`config.mk`:
```
export PLATFORM = sky130hd
export DESIGN_NAME = page_owner_map
export DESIGN_NICKNAME = d
export VERILOG_FILES = /design/src/rtl/pom_pkg.sv /design/src/rtl/pom_cam.sv /design/src/rtl/pom_lru.sv /design/src/rtl/pom_ctrl.sv /design/src/rtl/page_owner_map.sv
export SDC_FILE = /design/constraint.sdc
export NUM_CORES = 1
export LEC_CHECK = 0
export CELL_PAD_IN_SITES_DETAIL_PLACEMENT = 1
export CELL_PAD_IN_SITES_GLOBAL_PLACEMENT = 1
export CORE_MARGIN = 3
export CORE_UTILIZATION = 55
export CTS_CLUSTER_SIZE = 20
export DETAILED_ROUTE_END_ITERATION = 10
export DONT_BUFFER_PORTS = 1
export PLACE_DENSITY = 0.88
export SLEW_MARGIN = 10
export SYNTH_ARGS = -nofsm -noshare
export SYNTH_HDL_FRONTEND = slang
export SYNTH_SLANG_ARGS = --single-unit
```
`constraint.sdc`:
```
create_clock -name clk -period 14.1 [get_ports clk]
set_clock_uncertainty 0.2 [all_clocks]
set_input_delay 0.705 -clock clk [delete_from_list [all_inputs] [get_ports clk]]
set_output_delay 0.705 -clock clk [all_outputs]
set_load 0.03 [all_outputs]
```
`src/rtl/pom_pkg.sv`:
```
package pom_pkg;
    localparam int VA_W    = 32;
    localparam int PAGE_W  = 12;
    localparam int VPN_W   = VA_W - PAGE_W;
    localparam int TILE_W  = 4;
    localparam int ENTRIES = 8;
    localparam int IDX_W   = $clog2(ENTRIES);

    typedef enum logic [1:0] {
        FILL_OWNER = 2'd0,
        FILL_FIRST = 2'd1,
        FILL_SHARE = 2'd2,
        FILL_RSVD  = 2'd3
    } fill_kind_e;

    typedef enum logic {
        ST_LOOK = 1'b0,
        ST_WAIT = 1'b1
    } pom_state_e;

    typedef struct packed {
        logic              valid;
        logic [VPN_W-1:0]  vpn;
        logic [TILE_W-1:0] owner;
        logic              shared;
    } map_ent_t;

    typedef struct packed {
        logic [VPN_W-1:0]  vpn;
        logic [TILE_W-1:0] tile;
        logic              upgrade;
        logic [IDX_W-1:0]  idx;
    } pend_t;

    function automatic map_ent_t make_entry(input logic [VPN_W-1:0] vpn,
                                            input logic [1:0] kind,
                                            input logic [TILE_W-1:0] req_tile,
                                            input logic [TILE_W-1:0] owner);
        map_ent_t e;
        e.valid  = 1'b1;
        e.vpn    = vpn;
        e.owner  = (kind == FILL_FIRST) ? req_tile : owner;
        e.shared = (kind == FILL_SHARE);
        return e;
    endfunction
endpackage

```
`src/rtl/pom_cam.sv`:
```
module pom_cam
    import pom_pkg::*;
#(
    parameter int N  = ENTRIES,
    localparam int IW = $clog2(N)
) (
    input  logic             clk,
    input  logic             rst,
    input  logic             flush,
    input  logic [VPN_W-1:0] look_vpn,
    input  logic             wr_en,
    input  logic [IW-1:0]    wr_idx,
    input  map_ent_t         wr_ent,
    output logic [N-1:0]     valid_vec,
    output logic             hit,
    output logic [IW-1:0]    hit_idx,
    output logic [TILE_W-1:0] hit_owner,
    output logic             hit_shared
);
    map_ent_t       tbl [N];
    logic [N-1:0]   match;

    always_ff @(posedge clk) begin
        if (rst) begin
            for (int i = 0; i < N; i++) tbl[i] <= '0;
        end else if (flush) begin
            for (int i = 0; i < N; i++) tbl[i].valid <= 1'b0;
        end else if (wr_en) begin
            tbl[wr_idx] <= wr_ent;
        end
    end

    for (genvar g = 0; g < N; g++) begin : g_match
        assign match[g]     = tbl[g].valid && (tbl[g].vpn == look_vpn);
        assign valid_vec[g] = tbl[g].valid;
    end

    always_comb begin
        hit_idx = '0;
        for (int i = 0; i < N; i++) begin
            if (match[i]) hit_idx = hit_idx | IW'(i);
        end
    end

    assign hit        = |match;
    assign hit_owner  = tbl[hit_idx].owner;
    assign hit_shared = tbl[hit_idx].shared;

    AST_MATCH_ONEHOT: assert property (@(posedge clk) disable iff (rst)
        $onehot0(match));
    AST_FLUSH_CLEARS: assert property (@(posedge clk) disable iff (rst)
        flush |=> (valid_vec == '0));
endmodule

```
`src/rtl/pom_lru.sv`:
```
module pom_lru #(
    parameter int N  = 8,
    localparam int IW = $clog2(N)
) (
    input  logic          clk,
    input  logic          rst,
    input  logic          touch_en,
    input  logic [IW-1:0] touch_idx,
    input  logic [N-1:0]  valid_vec,
    output logic [IW-1:0] victim
);
    logic [IW-1:0] age [N];
    logic [N-1:0]  seen;

    always_ff @(posedge clk) begin
        if (rst) begin
            for (int i = 0; i < N; i++) age[i] <= IW'(i);
        end else if (touch_en) begin
            for (int i = 0; i < N; i++) begin
                if (IW'(i) == touch_idx)
                    age[i] <= '0;
                else if (age[i] < age[touch_idx])
                    age[i] <= age[i] + 1'b1;
            end
        end
    end

    always_comb begin
        logic found;
        found  = 1'b0;
        victim = '0;
        for (int i = 0; i < N; i++) begin
            if (!found && !valid_vec[i]) begin
                victim = IW'(i);
                found  = 1'b1;
            end
        end
        if (!found) begin
            for (int i = 0; i < N; i++) begin
                if (age[i] == IW'(N - 1)) victim = IW'(i);
            end
        end
    end

    always_comb begin
        seen = '0;
        for (int i = 0; i < N; i++) seen[age[i]] = 1'b1;
    end

    AST_AGE_PERM: assert property (@(posedge clk) disable iff (rst)
        $countones(seen) == N);
endmodule

```
`src/rtl/pom_ctrl.sv`:
```
module pom_ctrl
    import pom_pkg::*;
(
    input  logic              clk,
    input  logic              rst,
    input  logic              acc_valid,
    input  logic              acc_write,
    input  logic [TILE_W-1:0] acc_tile,
    input  logic [VPN_W-1:0]  acc_vpn,
    input  logic              hit,
    input  logic [IDX_W-1:0]  hit_idx,
    input  logic [TILE_W-1:0] hit_owner,
    input  logic              hit_shared,
    input  logic              fill_valid,
    input  logic [1:0]        fill_kind,
    input  logic [TILE_W-1:0] fill_owner,
    input  logic              flush,
    input  logic [IDX_W-1:0]  victim,
    output logic              go_local,
    output logic              go_remote,
    output logic [TILE_W-1:0] remote_tile,
    output logic              trap,
    output logic              trap_write,
    output logic              trap_upgrade,
    output logic              touch_en,
    output logic [IDX_W-1:0]  touch_idx,
    output logic              ins_en,
    output logic [IDX_W-1:0]  ins_idx,
    output map_ent_t          ins_ent
);
    pom_state_e st;
    pend_t      pend;
    logic       look, upg, accept;

    always_comb begin
        look         = (st == ST_LOOK) && acc_valid && !flush;
        upg          = hit && hit_shared && acc_write;
        accept       = look && hit && !upg;
        go_local     = accept && (hit_shared || (hit_owner == acc_tile));
        go_remote    = accept && !(hit_shared || (hit_owner == acc_tile));
        remote_tile  = go_remote ? hit_owner : '0;
        trap         = look && (!hit || upg);
        trap_write   = trap && acc_write;
        trap_upgrade = trap && upg;
        ins_en       = (st == ST_WAIT) && fill_valid && !flush;
        ins_idx      = pend.upgrade ? pend.idx : victim;
        ins_ent      = make_entry(pend.vpn, fill_kind, pend.tile, fill_owner);
        touch_en     = accept || ins_en;
        touch_idx    = accept ? hit_idx : ins_idx;
    end

    always_ff @(posedge clk) begin
        if (rst) begin
            st   <= ST_LOOK;
            pend <= '0;
        end else if (flush) begin
            st <= ST_LOOK;
        end else begin
            case (st)
                ST_LOOK: if (trap) begin
                    st           <= ST_WAIT;
                    pend.vpn     <= acc_vpn;
                    pend.tile    <= acc_tile;
                    pend.upgrade <= upg;
                    pend.idx     <= hit_idx;
                end
                ST_WAIT: if (fill_valid) st <= ST_LOOK;
                default: st <= ST_LOOK;
            endcase
        end
    end

    AST_TRAP_ONE_CYCLE: assert property (@(posedge clk) disable iff (rst)
        trap |=> !trap);
    AST_STALL_AFTER_TRAP: assert property (@(posedge clk) disable iff (rst)
        trap |=> !(go_local || go_remote));
    AST_REMOTE_NOT_SELF: assert property (@(posedge clk) disable iff (rst)
        go_remote |-> (remote_tile != acc_tile));
    AST_FLUSH_WINS: assert property (@(posedge clk) disable iff (rst)
        (flush && fill_valid) |=> (st == ST_LOOK));
endmodule

```
`src/rtl/page_owner_map.sv`:
```
module page_owner_map
    import pom_pkg::*;
(
    input  logic              clk,
    input  logic              rst,
    input  logic              acc_valid,
    input  logic [VA_W-1:0]   acc_vaddr,
    input  logic              acc_write,
    input  logic [TILE_W-1:0] acc_tile,
    input  logic              fill_valid,
    input  logic [1:0]        fill_kind,
    input  logic [TILE_W-1:0] fill_owner,
    input  logic              flush,
    output logic              go_local,
    output logic              go_remote,
    output logic [TILE_W-1:0] remote_tile,
    output logic              trap,
    output logic [VPN_W-1:0]  trap_vpn,
    output logic [TILE_W-1:0] trap_tile,
    output logic              trap_write,
    output logic              trap_upgrade
);
    logic [VPN_W-1:0]   acc_vpn;
    logic               page_off_unused;
    logic [ENTRIES-1:0] valid_vec;
    logic               hit, hit_shared;
    logic [IDX_W-1:0]   hit_idx, victim, touch_idx, ins_idx;
    logic [TILE_W-1:0]  hit_owner;
    logic               touch_en, ins_en;
    map_ent_t           ins_ent;

    assign acc_vpn         = acc_vaddr[VA_W-1:PAGE_W];
    assign page_off_unused = ^acc_vaddr[PAGE_W-1:0];
    assign trap_vpn        = acc_vpn;
    assign trap_tile       = acc_tile;

    pom_cam #(.N(ENTRIES)) i_cam (
        .clk(clk), .rst(rst), .flush(flush), .look_vpn(acc_vpn),
        .wr_en(ins_en), .wr_idx(ins_idx), .wr_ent(ins_ent),
        .valid_vec(valid_vec), .hit(hit), .hit_idx(hit_idx),
        .hit_owner(hit_owner), .hit_shared(hit_shared)
    );

    pom_lru #(.N(ENTRIES)) i_lru (
        .clk(clk), .rst(rst), .touch_en(touch_en), .touch_idx(touch_idx),
        .valid_vec(valid_vec), .victim(victim)
    );

    pom_ctrl i_ctrl (
        .clk(clk), .rst(rst), .acc_valid(acc_valid), .acc_write(acc_write),
        .acc_tile(acc_tile), .acc_vpn(acc_vpn), .hit(hit), .hit_idx(hit_idx),
        .hit_owner(hit_owner), .hit_shared(hit_shared),
        .fill_valid(fill_valid), .fill_kind(fill_kind), .fill_owner(fill_owner),
        .flush(flush), .victim(victim), .go_local(go_local),
        .go_remote(go_remote), .remote_tile(remote_tile), .trap(trap),
        .trap_write(trap_write), .trap_upgrade(trap_upgrade),
        .touch_en(touch_en), .touch_idx(touch_idx), .ins_en(ins_en),
        .ins_idx(ins_idx), .ins_ent(ins_ent)
    );

    AST_RESET_QUIET: assert property (@(posedge clk)
        rst |=> !(go_local || go_remote || (valid_vec != '0)));
endmodule

```
# ---- Word level (Yosys, flattened, before mapping)
# Memory sizes are Yosys's and may differ from the RTL's.
# Cells that the tools add are included.
dict set report totals {
  memories 2
  elab_cells 274
  input_bits 48
  ramBits 232
  reg_bits 29
  output_inout_bits 33
}
# memory words word_bits read_ports rd_ports_with_merged_regs write_ports line_no
set mem_list {}
lappend mem_list {i_cam.tbl 8 26 9 0 8 pom_cam.sv:20} ;# map_ent_t tbl [N];
lappend mem_list {i_lru.age 8 3 9 0 8 pom_lru.sv:12} ;# logic [IW-1:0] age [N];
dict set report op_classes {
  bitwise_logic 26
  reduce_logical 53
  mux 146
  magnitude_cmp 8
  n_addsub 8
  n_eq_ne 26
}
# cell n
set op_table {}
lappend op_table {{20-bit equality test} 8}
lappend op_table {{3-bit two-way mux} 36}
lappend op_table {{1-bit two-way mux} 101}
lappend op_table {{1-bit logical AND} 28}
lappend op_table {{26-bit two-way mux} 1}
lappend op_table {{26-bit OR reduction} 1}
lappend op_table {{3-bit by 1-bit adder with 3-bit output, second input constant} 8}
lappend op_table {{3-bit equality test, second input constant} 8}
lappend op_table {{3-bit less-than comparator} 8}
lappend op_table {{1-bit OR} 24}
lappend op_table {{1-bit logical NOT} 17}
lappend op_table {{3-bit equality test, first input constant} 4}
lappend op_table {{2-bit two-way mux} 5}
lappend op_table {{4-bit two-way mux} 2}
lappend op_table {{8-bit OR reduction} 1}
lappend op_table {{2-bit by 3-bit equality test with 1-bit output, first input constant} 2}
lappend op_table {{4-bit equality test} 1}
lappend op_table {{1-bit by 3-bit equality test with 1-bit output, first input constant} 1}
lappend op_table {{3-bit logical NOT} 1}
lappend op_table {{1-bit logical OR} 3}
lappend op_table {{3-bit AND reduction} 1}
lappend op_table {{2-bit by 1-bit equality test with 1-bit output, second input constant} 1}
lappend op_table {{2-bit equality test, second input constant} 1}
lappend op_table {{1-bit inverter} 2}
lappend op_table {{other kinds (2)} 2}

# ---- Longest topological paths before layout
# An unclocked memory read counts as a cell.
dict set report logic_depth {
  word_depth 41
  depth_mapped 20
  ltp_nobuf 18
}

# ---- Modules after synthesis
# From an unflattened synthesis, not the netlist that was laid out.
dict set report unflattened {
  cells_unflattened 1191
  hier_area_um2 14290.0
}
# module area_each_um2 instances cells_each seq_area_each_um2
set modules_own_cells {}
lappend modules_own_cells {pom_cam 10264.8 1 755 6246.0}
lappend modules_own_cells {pom_lru 2248.4 1 221 720.7}
lappend modules_own_cells {pom_ctrl 1596.5 1 191 580.6}
lappend modules_own_cells {page_owner_map 180.2 1 24 0.0}

# ---- Worst setup path before layout
# Ideal clock, no wire load.
dict set report synth_timing {
  kind {input port to flip-flop}
  from {input port acc_vaddr[15]}
  to {memory i_lru.age[2][0] in the netlist's numbering (enable)}
  setup_ns 0.362
  t_arrival_ns 5.323
  n_path_buf 2
  t_required_ns 13.538
  stages 19
  path_slack_ns 8.215
  path_cell_list {buf_2 -> xnor2_1 -> or4bb_1 -> nor4_2 -> a22o_1 -> mux2i_1 -> a21oi_1 -> or2_2 -> a211oi_1 -> or2_2 -> clkbuf_1 -> mux2_2 -> nor2_1 -> a21oi_1 -> o21ai_0 -> ha_1 -> nand2_1 -> a211oi_1 -> a221oi_1}
}
# element line_no
set synth_rtl {}
lappend synth_rtl {{start: declaration} page_owner_map.sv:7} ;# input logic [VA_W-1:0] acc_vaddr,
lappend synth_rtl {{end: declaration} pom_lru.sv:12}

==> key figures <==
Status
  • Outcome: complete, no violations

Power
  • Comb power frac: 7.8%
  • Leak: 5.54 nW
  • Clock power frac: 42.3%
  • P_int: 1.36 mW
  • Power Density: 117 mW/mm^2
  • Worst vdd ir: 0.0000844 V
  • Sequential share of power: 49.9%
  • Psw: 0.424 mW
  • Sw frac: 23.8%
  • Overall power: 1.79 mW

Global route
  • Overall Global Routing Usage: 32.7%
  • Largest net degree at the start of global routing: 45
  • Initial antenna violation count: 2
  • Number of global-route vias before repair: 11,100
  • Total gr overflow: 0
  • First-pass GRT wire length: 69,600 um

Yosys
  • Synth Area in Simple Gates: 21.6%
  • Xor/xnor cell area share of the yosys netlist: 10.1%
  • Top cell type's share of synthesized area: 47.3%
  • Largest family of logic cells by synthesized area: simple AND/OR/NAND/NOR gates
  • Post-Syn Area: 0.0142 mm^2
  • Post-synth top area cell: edfxtp_1
  • Syn Area/Cell: 10.9 um^2
  • Mux contribution to synthesized area: 2.52%
  • Fraction of registers with async set or reset after synthesis: 0%
  • Synth Warn #: 0
  • Post-Synth Adder-Cell Area: 2.11%
  • Yosys reg bits: 261
  • Fraction of the yosys area taken by sequential cells: 52.5%
  • Ys flop type: edfxtp_1
  • Mapped Cells: 1,308
  • Syn Nets: 1,380
  • Library cells used by synthesis: 73
  • Post-synth EDFFs: 224
  • Main area contributors after synthesis: edfxtp_1 (47%), xnor2_1 (7.3%), dfxtp_1 (5.2%), and2_1 (4.0%), and3_1 (4.0%)
  • Compound-Gate Fraction of Synth Area: 7.30%

Final layout
  • Share of layout cells above drive strength 1: 7.08%
  • Fill count: 2,649
  • Commonest non-fill, non-tap cell in the layout: edfxtp_1
  • Area Growth Syn to Fin: 7.21%
  • Most frequent cells in the layout: edfxtp_1 (224), nand2_1 (122), xnor2_1 (118)
  • Register area: 0.00747 mm^2
  • Net count, final: 1,335
  • Diodes inserted: 0
  • Multi-input combinational cell area: 0.00625 mm^2

CTS
  • H-tree levels: 1
  • Clk sink count: 261
  • Setup Fix Bufs, Post-CTS: 0
  • Clk slew on worst S/H paths: 60 ps
  • TritonCTS Buffers: 29
  • Latest clock arrival within the worst-skew pair: 570 ps
  • Post_cts resized: 0
  • Root Driver: clkbuf_16
  • TritonCTS clock tree: built
  • CTS Hold Bufs: 0
  • Clock buffer depth: 3

Detailed routing
  • Residual DRC count: 0
  • Met1 wire length: 18,300 um
  • Avg WL per Cell: 28.8 um
  • DR vias/cell: 6.73
  • Routed wire length: 46,600 um
  • Vias: 10,900
  • DRT Pass-1 Iters: 5
  • Metal3 WL: 4730 um
  • Routed length on met2: 21,500 um
  • ANT nets after route: 0
  • Initial DRC Count: 1,559
  • Top layer in use: met4

Worst setup path
  • Worst setup EP type: primary output
  • Crit path required time: 13,190 ps
  • Critical Path AT: 5760 ps
  • CP startpoint kind: register
  • Crit Path Max Fanout: 15
  • Critical path class: register to primary output

Timing
  • Final number of hold-violating endpoints: 0
  • Crit path time final: 6670 ps
  • Rel. slew slack: 35.1%
  • Slew Limit Fails: 0
  • Fmax: 0.150 GHz
  • Setup violations, final: 0
  • Final Cycle Share: 47.3%
  • Tightest Pin Transition: 973 ps
  • Unrepaired setup endpoints after global routing: no
  • Setup TNS: 0 ps

Die
  • Starting Density: 56.2%
  • Die Ht: 167 um
  • Die W: 167 um
  • Die area: 0.0278 mm^2
  • Number of placement rows: 58
  • I/O pin total: 81
  • CORE AREA: 0.0253 mm^2

Placed design
  • GPL Wtd Cong: 0.966
  • I/O Buffers: 0
  • DP HPWL: 31,300 um

Min path
  • HP Class: primary input to register

Run
  • Max Cap Violations: 0
[critical path, cell delays in order (launching register included)]
cell and delay, ps:
edfxtp_1 390, xor2_1 190, or4_1 530, nor4_1 700, a22oi_1 360, nand2_1 620
mux2_2 410, o211ai_1 150, o21ai_0 240, xnor2_1 220, nand4_1 180, o21ai_0 140
nor2_1 610, and2_1 430
[power groups by stage]
stage | logic [mW] | clock network (mW) | registers [mW]
finish | 0.138 | 0.755 | 0.891
global route | 0.147 | 0.794 | 0.893
CTS | 0.135 | 0.758 | 0.891
detailed placement | 0.132 | 0 | 0.907
global placement | 0.125 | 0 | 0.903
floorplan | 0.115 | 0 | 0.896
[state kept, by name, summed over array words and instances, names as in the netlist]
register        flops
i_cam.tbl         208
i_ctrl.ins_ent     20
i_ctrl.pend         8
i_ctrl.st           1
i_lru.age          24
[routing by layer]
layer  global-route usage (%)  up-vias
met5                        0        -
met4                     12.5        0
met3                     6.31      170
met1                     44.5     5441
li1                         -     4647
met2                     52.3      622
[kinds of logic after synthesis]
kind of cell / after synthesis
XOR/XNOR: 164
buffers and inverters: 107
AND/OR/NAND/NOR: 561
flip-flops: 261
adder cells (fa/ha/maj): 24
AO/OA/AOI/OAI: 156
multiplexers: 35
[metrics by stage]
stage / worst slack [ps] / util, % / std cells / hold slack [ps] / instance area [um^2]
after floorplan: 8210 / - / 1308 / 232 / 14200
after global placement: 7480 / 56.5 / 1562 / 235 / 14300
after detailed placement: 7320 / 56.5 / 1562 / 241 / 14300
after CTS: 7540 / 60.2 / 1616 / 6.41 / 15300
after global routing: 7210 / 60.3 / 1616 / 0.483 / 15300
final: 7430 / 60.3 / 1616 / 24.7 / 15300
[synthesized netlist by cell type (8+ instances only)]
| cell | n |
|---|---|
| clkbuf_1 | 40 |
| or3_1 | 10 |
| mux2i_1 | 28 |
| xnor2_1 | 118 |
| inv_1 | 11 |
| buf_4 | 27 |
| a21oi_1 | 42 |
| a211oi_1 | 8 |
| nand2_1 | 122 |
| buf_2 | 20 |
| nor3_1 | 18 |
| edfxtp_1 | 224 |
| nor3b_1 | 10 |
| xor2_1 | 46 |
| or4_1 | 8 |
| and3_1 | 90 |
| ha_1 | 24 |
| o21ai_0 | 34 |
| nor4_1 | 23 |
| nand3_1 | 25 |
| dfxtp_1 | 37 |
| nor2_1 | 75 |
| and2_1 | 92 |
| nand4_1 | 45 |
[path summary, 6_finish.rpt]
check | depth (start not counted) | slack [ps] | to | start
worst max-delay path | 13 | 7430 | remote_tile[0] | i_cam.tbl[3][18]
worst min-delay path | 1 | 20 | i_ctrl.ins_ent[21] | rst
worst max register to register | 14 | 7500 | i_lru.age[2][0] | i_cam.tbl[3][18]
worst min register to register | 2 | 250 | i_ctrl.pend[5] | i_ctrl.pend[5]
[area by class of cell]
class                   count  area share (%)
repair buffers             19           0.935
well taps                 330            2.71
multi-input cells         940            40.9
clock inverters            12           0.722
clock buffers              42            5.48
inverters                  12           0.295
flip-flops and latches    261            48.9
Note: power is estimated with default switching activity, not from simulation.
